[src/rtl/arx_pkg.sv]
package arx_pkg;
  localparam int ARX_DATA_W  = 16;
  localparam int ARX_DEPTH   = 8;
  localparam int ARX_SET_LVL = 6;

  // decision taken by the pointer controller in one cycle
  typedef struct packed {
    logic push_ok;
    logic pop_ok;
    logic push_drop;
    logic pop_empty;
  } arx_xfer_t;
endpackage

[src/rtl/arx_store.sv]
module arx_store #(
  parameter int DW = 16,
  parameter int AW = 3
) (
  input  logic          clk,
  input  logic          we,
  input  logic [AW-1:0] waddr,
  input  logic [DW-1:0] wdata,
  input  logic          re,
  input  logic [AW-1:0] raddr,
  output logic [DW-1:0] rdata
);
  localparam int NWORDS = 1 << AW;

  logic [DW-1:0] mem [NWORDS];
  logic [DW-1:0] rdata_q;

  // one process, read-first: same-address read returns the old word
  always_ff @(posedge clk) begin
    if (we) mem[waddr] <= wdata;
    if (re) rdata_q <= mem[raddr];
  end

  assign rdata = rdata_q;
endmodule

[src/rtl/arx_ptr_ctrl.sv]
module arx_ptr_ctrl
  import arx_pkg::*;
#(
  parameter int DEPTH = 8,
  parameter int AW    = 3,
  parameter int CW    = 4
) (
  input  logic          clk,
  input  logic          rst,
  input  logic          push_vld,
  input  logic          pop_req,
  output arx_xfer_t     xfer,
  output logic [AW-1:0] wr_ptr,
  output logic [AW-1:0] rd_ptr,
  output logic [CW-1:0] count,
  output logic [CW-1:0] count_nxt
);
  localparam logic [CW-1:0] FULL_C = CW'(DEPTH);
  localparam logic [AW-1:0] LAST_C = AW'(DEPTH - 1);

  logic [AW-1:0] wr_q, rd_q;
  logic [CW-1:0] cnt_q;

  always_comb begin
    xfer.pop_ok    = pop_req && (cnt_q != '0);
    xfer.pop_empty = pop_req && (cnt_q == '0);
    xfer.push_ok   = push_vld && ((cnt_q != FULL_C) || xfer.pop_ok);
    xfer.push_drop = push_vld && !xfer.push_ok;
    count_nxt      = cnt_q + CW'(xfer.push_ok) - CW'(xfer.pop_ok);
  end

  always_ff @(posedge clk) begin
    if (rst) begin
      wr_q  <= '0;
      rd_q  <= '0;
      cnt_q <= '0;
    end else begin
      if (xfer.push_ok) wr_q <= (wr_q == LAST_C) ? '0 : wr_q + 1'b1;
      if (xfer.pop_ok)  rd_q <= (rd_q == LAST_C) ? '0 : rd_q + 1'b1;
      cnt_q <= count_nxt;
    end
  end

  assign wr_ptr = wr_q;
  assign rd_ptr = rd_q;
  assign count  = cnt_q;
endmodule

[src/rtl/arx_status.sv]
module arx_status #(
  parameter int CW      = 4,
  parameter int SET_LVL = 6
) (
  input  logic          clk,
  input  logic          rst,
  input  logic [CW-1:0] count_nxt,
  input  logic          push_drop,
  input  logic          ovr_clr,
  input  logic          irq_en,
  output logic          svc_req,
  output logic          ovr_sts,
  output logic          irq
);
  localparam logic [CW-1:0] SET_C = CW'(SET_LVL);

  logic svc_d, ovr_d;
  logic svc_q, ovr_q, irq_q;

  always_comb begin
    svc_d = (count_nxt >= SET_C);
    // a fresh overrun beats a clear in the same cycle
    ovr_d = push_drop || (ovr_q && !ovr_clr);
  end

  always_ff @(posedge clk) begin
    if (rst) begin
      svc_q <= 1'b0;
      ovr_q <= 1'b0;
      irq_q <= 1'b0;
    end else begin
      svc_q <= svc_d;
      ovr_q <= ovr_d;
      irq_q <= (svc_d && irq_en) || ovr_d;
    end
  end

  assign svc_req = svc_q;
  assign ovr_sts = ovr_q;
  assign irq     = irq_q;
endmodule

[src/rtl/arx_sample_fifo.sv]
module arx_sample_fifo
  import arx_pkg::*;
#(
  parameter int DATA_W  = ARX_DATA_W,
  parameter int DEPTH   = ARX_DEPTH,
  parameter int SET_LVL = ARX_SET_LVL,
  localparam int AW     = (DEPTH > 1) ? $clog2(DEPTH) : 1,
  localparam int CW     = $clog2(DEPTH + 1)
) (
  input  logic              clk,
  input  logic              rst,
  input  logic              push_vld,
  input  logic [DATA_W-1:0] push_data,
  input  logic              pop_req,
  output logic [DATA_W-1:0] pop_data,
  output logic [CW-1:0]     level,
  input  logic              rx_irq_en,
  input  logic              ovr_clr,
  output logic              svc_req,
  output logic              ovr_sts,
  output logic              irq
);
  arx_xfer_t         xfer;
  logic [AW-1:0]     wr_ptr, rd_ptr;
  logic [CW-1:0]     count_nxt;
  logic [DATA_W-1:0] store_q;
  logic              zero_q;

  arx_ptr_ctrl #(.DEPTH(DEPTH), .AW(AW), .CW(CW)) u_ptr (
    .clk       (clk),
    .rst       (rst),
    .push_vld  (push_vld),
    .pop_req   (pop_req),
    .xfer      (xfer),
    .wr_ptr    (wr_ptr),
    .rd_ptr    (rd_ptr),
    .count     (level),
    .count_nxt (count_nxt)
  );

  arx_store #(.DW(DATA_W), .AW(AW)) u_store (
    .clk   (clk),
    .we    (xfer.push_ok),
    .waddr (wr_ptr),
    .wdata (push_data),
    .re    (xfer.pop_ok),
    .raddr (rd_ptr),
    .rdata (store_q)
  );

  arx_status #(.CW(CW), .SET_LVL(SET_LVL)) u_stat (
    .clk       (clk),
    .rst       (rst),
    .count_nxt (count_nxt),
    .push_drop (xfer.push_drop),
    .ovr_clr   (ovr_clr),
    .irq_en    (rx_irq_en),
    .svc_req   (svc_req),
    .ovr_sts   (ovr_sts),
    .irq       (irq)
  );

  // empty-read marker: masks the block RAM output to zero
  always_ff @(posedge clk) begin
    if (rst)          zero_q <= 1'b1;
    else if (pop_req) zero_q <= xfer.pop_empty;
  end

  assign pop_data = zero_q ? '0 : store_q;
endmodule

[config.mk]
export PLATFORM = sky130hd
export DESIGN_NAME = arx_sample_fifo
export DESIGN_NICKNAME = d
export VERILOG_FILES = /design/src/rtl/arx_pkg.sv /design/src/rtl/arx_store.sv /design/src/rtl/arx_ptr_ctrl.sv /design/src/rtl/arx_status.sv /design/src/rtl/arx_sample_fifo.sv
export SDC_FILE = /design/constraint.sdc
export NUM_CORES = 1
export LEC_CHECK = 0
export ABC_AREA = 1
export BUFFER_PORTS_ARGS = -buffer_cell sky130_fd_sc_hd__buf_2
export CORE_MARGIN = 5
export CORE_UTILIZATION = 60
export CTS_CLUSTER_DIAMETER = 60
export DETAILED_ROUTE_END_ITERATION = 6
export PLACE_DENSITY = 0.79
export SYNTH_ARGS = -nofsm -noshare
export SYNTH_HDL_FRONTEND = slang
export SYNTH_SLANG_ARGS = --single-unit
[constraint.sdc]
create_clock -name clk -period 3.7 [get_ports clk]
set_clock_uncertainty 0.15 [all_clocks]
set_input_delay 0 -clock clk [delete_from_list [all_inputs] [get_ports clk]]
set_output_delay 0 -clock clk [all_outputs]
set_load 0.01 [all_outputs]
==> After elaboration in Yosys (flattened, before gate mapping) <==
Memory sizes are Yosys's and may differ from the RTL's. A register that Yosys moved wholly into a read port is not among the register bits.
Index checks and enable logic that the tools add are counted.
{ "word_totals": {"ff_bits": 14, "ramBits": 128, "in_bits": 22, "out_inout_bits": 23, "wordCells": 34, "n_memories": 1} }
{ "memory_table": {"columns": ["memory", "words", "width", "read_ports", "rd_ports_with_merged_regs", "write_ports", "line_no", "text"], "rows": [
  ["u_store.mem", 8, 16, 1, 1, 1, "arx_store.sv:15", "logic [DW-1:0] mem [NWORDS];"]
]} }
{ "op_classes": {"add_sub_neg": 4, "magnitude_cmp": 1, "eq_ne": 3, "muxes": 5, "n_reduce_logical": 13} }
{ "op_table": {"columns": ["cell", "count"], "rows": [
  ["$mux W16", 1],
  ["$add A3 B1 Y3 const B", 2],
  ["$eq A3 B3 Y1 const B", 2],
  ["$logic_and A1 B1 Y1", 6],
  ["$mux W3", 2],
  ["$add A4 B1 Y4", 1],
  ["$ge A4 B3 Y1 const B", 1],
  ["$logic_not A4 Y1", 1],
  ["$ne A4 B4 Y1 const B", 1],
  ["$reduce_bool A4 Y1", 1],
  ["$sub A4 B1 Y4", 1],
  ["$logic_or A1 B1 Y1", 3],
  ["$logic_not A1 Y1", 2],
  ["$mux W1", 2]
]} }

==> Longest topological paths before layout <==
Gate-level depths: netlist of the first run.
{ "logic_depth": {"word_depth": 9, "depth_mapped": 16, "depth_no_buf": 16} }

==> Modules after synthesis <==
Synthesis of the first run repeated with hierarchy kept, for this count alone.
{ "hier_totals": {"hier_cells": 724, "hier_area_um2": 7085.5} }
{ "by_module_without_submodules": {"columns": ["module", "n_inst", "cells_each", "area_per_inst_um2", "seq_area_each_um2"], "rows": [
  ["arx_store", 1, 587, 6149.6, 4324.1],
  ["arx_ptr_ctrl", 1, 81, 638.1, 200.2],
  ["arx_sample_fifo", 1, 40, 186.4, 20.0],
  ["arx_status", 1, 16, 111.4, 60.1]
]} }

==> Worst setup path after synthesis of the first run <==
No wires, ideal clock.
{ "synth_path": {"path_type": "register -> register", "startpoint": "register u_ptr.cnt_q[2], in the netlist u_ptr.count[2]", "endpoint": "memory u_store.mem[2][0], enable pin", "setup_ns": 0.409, "arrival_time_ns": 2.217, "required_time_ns": 3.141, "setup_slack_ns": 0.924, "stages_incl_launch_ff": 9, "n_path_buf": 1, "synth_period_minus_slack_ns": 2.776, "path_cell_list": "dfxtp_1 inv_1 ha_1 nand2_2 nand2_4 nand2_2 nand2_2 buf_6 nor3_1"} }
{ "synth_between": {"elab_chain_cells": 6, "elab_cells_between_ends": 7, "classes_between": "1 x eq/ne; 2 x mux; 4 x reduce/logical"} }
{ "synth_lines": {"columns": ["element", "line_no", "text"], "rows": [
  ["start: declaration", "arx_ptr_ctrl.sv:22", "logic [CW-1:0] cnt_q;"],
  ["start signal: assignment", "arx_ptr_ctrl.sv:40", "cnt_q <= count_nxt;"],
  ["$reduce_bool A4 Y1", "arx_ptr_ctrl.sv:25", "xfer.pop_ok = pop_req && (cnt_q != '0);"],
  ["$logic_and A1 B1 Y1", "arx_ptr_ctrl.sv:25", null],
  ["$logic_or A1 B1 Y1 *", "arx_ptr_ctrl.sv:27", "xfer.push_ok = push_vld && ((cnt_q != FULL_C) || xfer.pop_ok);"],
  ["$logic_and A1 B1 Y1 *", "arx_ptr_ctrl.sv:27", null],
  ["$mux W1 *", "arx_store.sv:20", "if (we) mem[waddr] <= wdata;"],
  ["$mux W1 (implied by the code) *", "arx_store.sv:20", null],
  ["end: declaration", "arx_store.sv:15", null]
]} }
Mark *: on every way between the ends. The rest lies on a longest branch, timed or not.

==> Worst setup path after layout of the first run <==
{ "layout_path": {"startpoint": "register u_ptr.cnt_q[2], in the netlist u_ptr.count[2]", "endpoint": "register u_stat.irq_q, in the netlist u_stat.irq"} }
{ "layout_between": {"elab_chain_cells": 9, "elab_cells_between_ends": 13, "classes_between": "2 x add/sub; 1 x order compare; 1 x eq/ne; 9 x reduce/logical"} }
{ "layout_lines": {"columns": ["element", "line_no", "text"], "rows": [
  ["$reduce_bool A4 Y1", "arx_ptr_ctrl.sv:25", null],
  ["$logic_and A1 B1 Y1", "arx_ptr_ctrl.sv:25", null],
  ["$logic_or A1 B1 Y1", "arx_ptr_ctrl.sv:27", null],
  ["$logic_and A1 B1 Y1", "arx_ptr_ctrl.sv:27", null],
  ["$add A4 B1 Y4", "arx_ptr_ctrl.sv:29", "count_nxt = cnt_q + CW'(xfer.push_ok) - CW'(xfer.pop_ok);"],
  ["$sub A4 B1 Y4", "arx_ptr_ctrl.sv:29", null],
  ["$ge A4 B3 Y1", "arx_status.sv:21", "svc_d = (count_nxt >= SET_C);"],
  ["$logic_and A1 B1 Y1", "arx_status.sv:34", "irq_q <= (svc_d && irq_en) || ovr_d;"],
  ["$logic_or A1 B1 Y1 *", "arx_status.sv:34", null],
  ["end signal: assignment", "arx_status.sv:34", null],
  ["end: declaration", "arx_status.sv:18", "logic svc_q, ovr_q, irq_q;"]
]} }
Marked as above.
A chain may end at the register's enable or synchronous reset.

==> results of run 1 <==
==> cell type report <==
type / instances / area, µm² / share of cell area (%)
flip-flops and latches: 158 / 4610 / 60.3
multi-input cells: 329 / 1560 / 20.5
repair buffers: 82 / 568 / 7.44
clock buffers: 21 / 429 / 5.62
well taps: 136 / 170 / 2.23
clock inverters: 9 / 168 / 2.20
inverters: 35 / 131 / 1.72
==> cell families after synthesis <==
group / Yosys count / synth area share, %
flops: 158 / 71.8
fa+ha+maj: 10 / 2.07
simple gates: 212 / 13.1
compound gates: 107 / 8.46
buf+inv: 62 / 4.58
==> worst max-delay path by stage <==
stage                               from                end  slack, ns  cells past startpoint
after global placement    u_ptr.count[2]         u_stat.irq       1.44                     15
after detailed placement  u_ptr.count[2]         u_stat.irq       1.23                     15
after floorplan           u_ptr.count[2]  u_store.mem[2][0]       0.92                      8
final                     u_ptr.count[2]         u_stat.irq       0.24                     17
after global routing      u_ptr.count[2]         u_stat.irq      0.005                     17
after CTS                 u_ptr.count[2]         u_stat.irq       0.13                     17
==> stage by stage <==
step | util [%] | total power (W) | worst slack (ns) | instance area [µm²] | cells
after global routing | 73.6 | 0.00585 | 0.00547 | 7640 | 770
after global placement | 65.4 | 0.00364 | 1.44 | 6780 | 715
after CTS | 73.6 | 0.00554 | 0.128 | 7630 | 770
after floorplan | - | 0.00333 | 0.924 | 6420 | 549
after detailed placement | 65.4 | 0.00371 | 1.23 | 6780 | 715
final | 73.6 | 0.00553 | 0.236 | 7640 | 770
==> critical path: stages, from the launching register on <==
cell	delay [ns]
dfxtp_1	0.31
inv_1	0.09
ha_1	0.15
nor3b_2	0.20
nand2_2	0.14
nand3_1	0.10
nand2_1	0.06
ha_1	0.23
fa_1	0.40
nand2_1	0.07
nand2_1	0.04
nor2_1	0.12
nand2_1	0.06
nand2_1	0.08
nand2_1	0.05
dlygate4sd3_1	0.54
nand2_1	0.06
dlygate4sd3_1	0.54
==> cells in the mapped netlist (all sizes together) <==
| master | number |
|---|---|
| a21oi | 6 |
| buf | 21 |
| clkbuf | 6 |
| clkinv | 1 |
| dfxtp | 14 |
| edfxtp | 144 |
| fa | 1 |
| ha | 9 |
| inv | 34 |
| nand2 | 73 |
| nand3 | 8 |
| nor2 | 122 |
| nor3 | 8 |
| nor3b | 1 |
| o21ai | 101 |
==> report_power, final <==
part | switching (W) | total (W) | internal, W
Sequential | 0.000119 | 0.00234 | 0.00222
Combinational | 0.000937 | 0.00142 | 0.000478
Clock | 0.000623 | 0.00177 | 0.00115
Total | 0.00168 | 0.00553 | 0.00385
==> flip-flops by register name, summed over array words and instances, names as in the netlist <==
name            cells
u_ptr.count         4
u_ptr.rd_ptr        3
u_ptr.wr_ptr        3
u_stat.irq          1
u_stat.ovr_sts      1
u_stat.svc_req      1
u_store.mem       128
u_store.rdata      16
zero_q              1
==> layer usage <==
metal	global-route usage (%)	vias to the layer above
met1	30.3	2079
met4	9.86	0
met2	37.0	168
met5	0	-
met3	5.52	23
li1	-	2033
==> repair_timing <==
| action | CTS | global route |
|---|---|---|
| endpoints found under the setup margin | 0 | 1 |
| hold buffers | 25 | 0 |
| endpoints found under the hold margin | 142 | 0 |
| gates resized for setup | 0 | 1 |
==> summary.txt, run 1 <==
Min path
  – Hold depth: 3
  – HP Start: rst
  – Path type of the worst min-delay path: input port to flip-flop
  – Hold Crit Endpoint: u_ptr.wr_ptr[1]

Detailed routing
  – M1 WL: 5620 µm
  – Final ANT Viol Nets: 0
  – Met3 wire length: 1060 µm
  – Total number of vias: roughly 4,300
  – Post-Route WL: 13,800 µm
  – Detailed Routing Iterations Pass 1: 6
  – DRC Markers: 0
  – WL per Instance: 17.9 µm
  – Initial drt markers: slightly above 400
  – Highest routed layer: met4
  – Met2 routed WL: 6840 µm
  – Vias per inst: 5.59

Die
  – Horiz. Die Dim: 113 µm
  – Die height: 113 µm
  – DIE AREA: 0.0129 mm²
  – Num ports: 45
  – Initial core utilization: 61.9%
  – Core Region: just over 0.01 mm²
  – Rows: 37

Timing
  – WHS: roughly 0.12 ns
  – Slew @ Worst Pin: about 1.1 ns
  – Final setup fails: 0
  – Final Hold Viols: 0
  – Worst relative slew slack: 23.8%
  – Fmax: 0.289 GHz
  – Final period util: between 90% and 100%
  – Unrepaired setup endpoints after global routing: false
  – Setup TNS: 0 ns
  – Final min period: approximately 3.5 ns
  – Fin. max-slew vios: 0

Logic synthesis
  – Netlist cell types: 23
  – Cell taking the most area after synthesis: edfxtp_1
  – Syn Area/Cell: 11.7 µm²
  – Number of synthesized register bits: 158
  – Syn Nets: around 580
  – Yosys warns: 0
  – Post-synth top area share: between 60% and 70%
  – Sequential area share after synthesis: 71.8%
  – Cell area after synthesis: 0.00642 mm²
  – Largest cells by area after synthesis: edfxtp_1, nor2_1, o21ai_1
  – Synthesized instance count: 549

Setup path
  – Crit path DAT: ~3.8 ns
  – Crit path kind: flip-flop to flip-flop
  – Worst reg2reg path startpoint: u_ptr.count[2]
  – WP data required: 4.02 ns
  – Flop-to-flop setup slack: approximately 0.24 ns
  – FF-to-FF End: u_stat.irq
  – Crit. End Element: flip-flop
  – R2r worst-path depth: 17
  – Startpoint types: flip-flop
  – Worst-path fanout max: 6

Placement
  – Placer Congestion: 0.789
  – Hpwl dp: 7490 µm
  – Port buffer count: 44

GRT
  – Antenna violations before repair: 0
  – GRT Total Usage: 23.0%
  – Largest net degree at the start of global routing: 67
  – Number of global-route vias before repair: 4,292
  – Gr ovfl total: 0
  – Global-route wire length before repair: 22,400 µm

Layout
  – Nets@finish: 655
  – Most common cell after layout, fill and taps aside: edfxtp_1
  – Layout cells sized above 1: approximately 16%
  – Most frequent cells in the layout: edfxtp_1, nor2_1, nand2_1, o21ai_1, buf_2
  – Antenna cell count: 0
  – Fillers: roughly 640
  – Area growth from synthesis to layout: 19.0%

Job
  – Max-cap violations: 0

CTS
  – Worst-path clk slew: approximately 0.060 ns
  – TritonCTS Buffers: 17
  – H-tree depth: 4
  – Clock tree buffer depth: 2
  – Postcts setup bufs: 0
  – CTS root buf: clkbuf_8
  – Worst-Skew Late Latency: roughly 0.52 ns
  – TritonCTS clock tree: built
  – Clk sinks: about 160

Pwr
  – LEAKAGE: just under 3 nW
  – Worst vdd ir: roughly 0.00041 V
  – Pwr dens: just over 700 mW/mm²

Outcome
  – Status: complete, no violations
Note: power is estimated with default switching activity, not from simulation.
==> inputs of run 2 (changes only) <==
--- a/config.mk
+++ b/config.mk
@@ -8,10 +8,10 @@
 export ABC_AREA = 1
 export BUFFER_PORTS_ARGS = -buffer_cell sky130_fd_sc_hd__buf_2
 export CORE_MARGIN = 5
-export CORE_UTILIZATION = 60
+export CORE_UTILIZATION = 50
 export CTS_CLUSTER_DIAMETER = 60
 export DETAILED_ROUTE_END_ITERATION = 6
-export PLACE_DENSITY = 0.79
+export PLACE_DENSITY = 0.68
 export SYNTH_ARGS = -nofsm -noshare
 export SYNTH_HDL_FRONTEND = slang
 export SYNTH_SLANG_ARGS = --single-unit
==> run 2 against run 1 <==
Final area is 0.74% higher. Critical path depth is 1 lower. The flow now finishes with violations (DRC). Cell count is 4.8% higher. Worst setup slack better by 0.52 ns. Non-clock buffer count is 1 lower. Count of clock-buffer cells in the layout is 3 lower. Via count is 3.5% lower. Fmax is 18% higher. Register-to-register slack better by 0.52 ns. Clock power hardly changed.
==> summary.txt, run 2 (synthesized netlist as in run 1, its figures left out) <==
GRT
  – Gr ovfl total: 0
  – Antenna violations before repair: 0
  – GRT Total Usage: 18.8%
  – Number of global-route vias before repair: 4,170
  – Largest net degree at the start of global routing: 67
  – Global-route wire length before repair: 21,200 µm

Pwr
  – Combinational share of power: 24.9%
  – P_int: around 0.0038 W
  – Pwr dens: 719 mW/mm²
  – LEAKAGE: 2.93 nW
  – Seq pwr share: 42.5%
  – Sw Share: a little under a third
  – Switching pwr: roughly 0.0017 W
  – Worst vdd ir: 0.000334 V
  – Clock share of power: between 30% and 40%

Layout
  – Antenna cell count: 0
  – Non-filler cells, final: about 800
  – Reg with most FFs: u_store.mem
  – Max FFs per register: 128
  – Fillers: 1,013
  – Area growth from synthesis to layout: 19.9%
  – Most common cell after layout, fill and taps aside: edfxtp_1
  – Most frequent cells in the layout: edfxtp_1, nor2_1, nand2_1, o21ai_1, buf_2
  – Nets@finish: 654
  – Layout cells sized above 1: 17.0%

Die
  – Initial core utilization: a little over 50%
  – Rows: 41
  – Core Region: roughly 0.013 mm²
  – Num ports: 45
  – Die height: between 100 and 150 µm
  – DIE AREA: about 0.015 mm²
  – Horiz. Die Dim: 123 µm

Placement
  – Placer Congestion: 0.800
  – Placed Cells: between 700 and 800
  – Hpwl dp: between 7000 and 8000 µm
  – Port buffer count: 44

CTS
  – Worst-Skew Late Latency: 0.41 ns
  – TritonCTS Buffers: 17
  – TritonCTS clock tree: built
  – CTS root buf: clkbuf_16
  – Worst-path clk slew: 0.06 ns
  – Postcts setup bufs: 0
  – Clk sinks: between 150 and 200
  – H-tree depth: 4
  – Clock tree buffer depth: 2

Outcome
  – Violated checks: DRC
  – Status: finished with violations

Timing
  – Fmax: 0.340 GHz
  – Setup TNS: 0 ns
  – Final min period: 2.94 ns
  – Final period util: 79.5%
  – Fin. max-slew vios: 0
  – Worst relative slew slack: 24.0%
  – Slew @ Worst Pin: around 1.1 ns
  – WHS: 0.243 ns
  – Final Hold Viols: 0
  – Final setup fails: 0
  – Unrepaired setup endpoints after global routing: false

Setup path
  – WP data required: 3.90 ns
  – Worst-path fanout max: 6
  – Crit. End Element: flip-flop
  – Startpoint types: flip-flop
  – Crit path kind: flip-flop to flip-flop
  – Crit path DAT: ~3.1 ns

Detailed routing
  – Detailed Routing Iterations Pass 1: 7
  – Initial drt markers: 365
  – Vias per inst: 5.15
  – DRC Markers: 9
  – Post-Route WL: between 10,000 and 15,000 µm
  – Total number of vias: slightly above 4,000
  – WL per Instance: 16.6 µm
  – Final ANT Viol Nets: 0

Job
  – Max-cap violations: 0

Min path
  – Path type of the worst min-delay path: input port to flip-flop
-- run 2: cell types whose count changed in the layout (fill, tap and decap cells not counted) --
| cell | delta |
|---|---|
| bufinv_16 | -1 |
| clkinvlp_4 | +2 |
| clkinv_4 | +5 |
| dlygate4sd3_1 | -1 |
| clkinv_1 | -2 |
| clkbuf_8 | -1 |
| clkbuf_16 | +1 |
| clkbuf_1 | -3 |
| nor3b_2 | -1 |
| clkinv_2 | +1 |
| nor3b_1 | +1 |
-- run 2: what timing repair did --
item | 4_1_cts | 5_1_grt
hold buffers | 24 | 0
hold endpoints to repair | 142 | 0
setup endpoints to repair | 0 | 0
gates resized for setup | 0 | 0
-- run 2: path summary, 6_finish.rpt --
path	start	to	slack, ns	cells after the start
worst min-delay path	push_data[8]	u_store.mem[6][8]	0.24	2
worst max register to register	u_ptr.count[2]	u_stat.irq	0.76	16
worst max-delay path	u_ptr.count[2]	u_stat.irq	0.76	16
worst min register to register	u_ptr.wr_ptr[2]	u_ptr.wr_ptr[2]	0.39	2
-- run 2: layout make-up --
type	instances	area, µm²	share of cell area [%]
tap	172	215	2.80
sequential	158	4610	59.9
clock buffer	18	429	5.58
clock inverter	14	194	2.52
multi-input combinational	329	1560	20.3
timing repair buffer	81	558	7.25
inverter	35	131	1.71
-- run 2: worst max-delay path, stage by stage (launching register included) --
cell,delay (ns)
dfxtp_1,0.31
inv_1,0.10
ha_1,0.15
nor3b_1,0.22
nand2_2,0.15
nand3_1,0.09
nand2_1,0.05
ha_1,0.22
fa_1,0.41
nand2_1,0.08
nand2_1,0.06
nor2_1,0.12
nand2_1,0.06
nand2_1,0.09
nand2_1,0.05
nand2_1,0.05
dlygate4sd3_1,0.55
-- run 2: metrics by stage --
stage | setup WS (ns) | utilization [%] | total power, W | cell area, µm²
2_1_floorplan | 0.924 | - | 0.00333 | 6420
3_3_place_gp | 1.43 | 54.1 | 0.00366 | 6830
3_5_place_dp | 1.37 | 54.1 | 0.00372 | 6830
4_1_cts | 0.810 | 61.0 | 0.00556 | 7690
5_1_grt | 0.510 | 61.0 | 0.00584 | 7690
6_report | 0.758 | 61.0 | 0.00553 | 7690
-- run 2: layer usage --
metal	track usage (%)	part of all wire, %	vias up
met3	4.12	5.9	28
met5	0	0	-
met1	23.8	41	1958
met2	30.5	50	140
li1	-	-	2028
met4	9.69	2.3	0
-- run 2: power by group through the flow --
| stage | Combinational (W) | Sequential [W] | Clock (W) |
|---|---|---|---|
| after floorplan | 0.000999 | 0.00233 | 0 |
| after CTS | 0.00138 | 0.00235 | 0.00183 |
| after detailed placement | 0.00133 | 0.00239 | 0 |
| final | 0.00138 | 0.00235 | 0.00180 |
| after global placement | 0.00128 | 0.00238 | 0 |
| after global routing | 0.00158 | 0.00238 | 0.00189 |
==> inputs of run 3 (changes only) <==
==> constraint.sdc (replaced) <==
create_clock -name clk -period 2.9 [get_ports clk]
set_clock_uncertainty 0.15 [all_clocks]
set_input_delay 0 -clock clk [delete_from_list [all_inputs] [get_ports clk]]
set_output_delay 0 -clock clk [all_outputs]
set_load 0.01 [all_outputs]
==> run 3 against run 2 <==
The flow now finishes without violations. Clock power increased by 9%. Sequential power is 27% higher. Critical path depth shrank 1. Sequential share of layout area up 0.69 points. Hold slack lost 0.060 ns. Cell count did not move. Largest cell class unchanged. Highest routed layer unchanged.
==> summary.txt, run 3 (synthesized netlist as in run 1, its figures left out) <==
Outcome
  – Status: complete, no violations

Layout
  – Layout cells sized above 1: around 17%
  – Register Area: 0.00461 mm²
  – Reg with most FFs: u_store.mem
  – Most frequent cells in the layout: edfxtp_1, nor2_1, nand2_1, o21ai_1, buf_2
  – Area growth from synthesis to layout: 18.5%
  – Antenna cell count: 0
  – Multi-input combinational cell area: approximately 0.0016 mm²
  – Nets@finish: between 600 and 700
  – Most common cell after layout, fill and taps aside: edfxtp_1
  – Fillers: 1,020
  – Max FFs per register: 128

Pwr
  – Pwr dens: 881 mW/mm²
  – Worst vdd ir: 0.000560 V
  – Overall power: 0.00670 W
  – LEAKAGE: 2.89 nW

CTS
  – Worst-path clk slew: 0.06 ns
  – Clock tree buffer depth: 2
  – TritonCTS Buffers: 17
  – Clk sinks: 158
  – H-tree depth: 4
  – Worst-Skew Late Latency: 0.41 ns
  – CTS root buf: clkbuf_16
  – TritonCTS clock tree: built

Timing
  – WHS: 0.184 ns
  – Final Hold Viols: 0
  – Slew @ Worst Pin: 0.721 ns
  – Worst relative slew slack: between 50% and 60%
  – Final min period: 2.40 ns
  – Setup TNS: 0 ns
  – Final setup fails: 0
  – Unrepaired setup endpoints after global routing: false
  – Fmax: 0.417 GHz
  – Final period util: 82.7%
  – Fin. max-slew vios: 0

Setup path
  – Worst-path fanout max: 6
  – CP max stage delay: 0.40 ns
  – Crit-path slowest cell: fa_1
  – Startpoint types: flip-flop
  – Bufs and invs on worst path: 1
  – Crit. End Element: flip-flop
  – Crit path kind: flip-flop to flip-flop
  – CP most frequent cell: nand2_1
  – WP data required: 3.11 ns
  – Worst-path cell chain: inv_1 > ha_1 > nor3b_1 > nand2_2 > nand3_1 > nand2_1 > ha_1 > fa_1 > nand2_1 > nand2_1 > nor2_1 > nand2_1 > nand2_1 > nand2_1 > nand2_1
  – Crit path DAT: 2.60 ns
  – CP delay by family, top: simple AND/OR/NAND/NOR gates

Detailed routing
  – Final ANT Viol Nets: 0
  – Initial drt markers: 360
  – Detailed Routing Iterations Pass 1: 6
  – DRC Markers: 0
  – Total number of vias: 4,124
  – WL per Instance: 15.9 µm
  – Vias per inst: 5.11
  – Post-Route WL: 12,800 µm

Die
  – Initial core utilization: approximately half
  – Num ports: 45
  – Core Region: 0.0126 mm²
  – Rows: 41
  – Horiz. Die Dim: ~120 µm
  – DIE AREA: 0.0152 mm²
  – Die height: 123 µm

Placement
  – Port buffer count: between 40 and 50
  – Placer Congestion: 0.830
  – Hpwl dp: about 7400 µm

Job
  – Max-cap violations: 0

Min path
  – Path type of the worst min-delay path: input port to flip-flop

GRT
  – GRT Total Usage: between 15 and 20%
  – Global-route wire length before repair: 20,700 µm
  – Gr ovfl total: 0
  – Number of global-route vias before repair: 4,052
  – Largest net degree at the start of global routing: between 60 and 70
  – Antenna violations before repair: 0
==> run 3: changes by cell type in the layout (fill, tap and decap cells not counted) <==
cell and change:
clkinv_2 -1, bufinv_16 -4, clkbuf_1 +1, buf_12 +1
clkinv_4 -2, inv_6 +3, dlygate4sd3_1 -1, clkinv_1 +2
clkinvlp_4 +1
==> run 3: metrics by stage <==
stage / setup slack (ns) / utilization, % / area [µm²] / cells
4_1_cts: 0.487 / 60.3 / 7600 / 807
3_5_place_dp: 0.524 / 54.3 / 6850 / 752
6_report: 0.503 / 60.3 / 7600 / 807
2_1_floorplan: 0.124 / - / 6420 / 549
3_3_place_gp: 0.625 / 54.3 / 6850 / 752
5_1_grt: 0.217 / 60.3 / 7600 / 807
==> run 3: metal layers <==
metal | share of wire, % | up-vias | GRT usage, %
met5 | 0 | - | 0
met4 | 2.1 | 0 | 6.78
met3 | 6.4 | 22 | 4.80
met2 | 51 | 131 | 30.1
met1 | 41 | 1940 | 22.9
li1 | - | 2031 | -
==> run 3: path summary, 6_finish.rpt <==
kind	from	to	slack (ns)	depth (start not counted)
worst max-delay path	u_ptr.count[2]	u_stat.irq	0.50	15
worst min-delay path	rx_irq_en	u_stat.irq	0.18	4
worst max register to register	u_ptr.count[2]	u_stat.irq	0.50	15
worst min register to register	u_ptr.wr_ptr[1]	u_ptr.wr_ptr[1]	0.38	2
==> run 3: what timing repair did <==
action / in CTS / in global routing
hold buffers: 23 / 0
gates resized for setup: 0 / 0
setup buffers: 0 / 0
hold endpoints to repair: 142 / 0
==> run 3: cell type report <==
class | instances | share of cell area (%)
multi-input combinational | 329 | 20.5
clock inverter | 13 | 1.22
clock buffer | 19 | 5.69
sequential | 158 | 60.6
inverter | 35 | 1.73
timing repair buffer | 81 | 7.47
tap | 172 | 2.83
==> run 3: where the power goes <==
part / switching (W) / internal (W) / leakage [nW]
combinational: 0.00114 / 0.000602 / 1.21
clock: 0.000868 / 0.00110 / 0.249
sequential: 0.000162 / 0.00283 / 1.43
==> run 3: worst min-delay path, delay by kind of cell <==
kind	cells	cell delay, ns
buffers and inverters	2	0.63
and+or+nand+nor	2	0.08
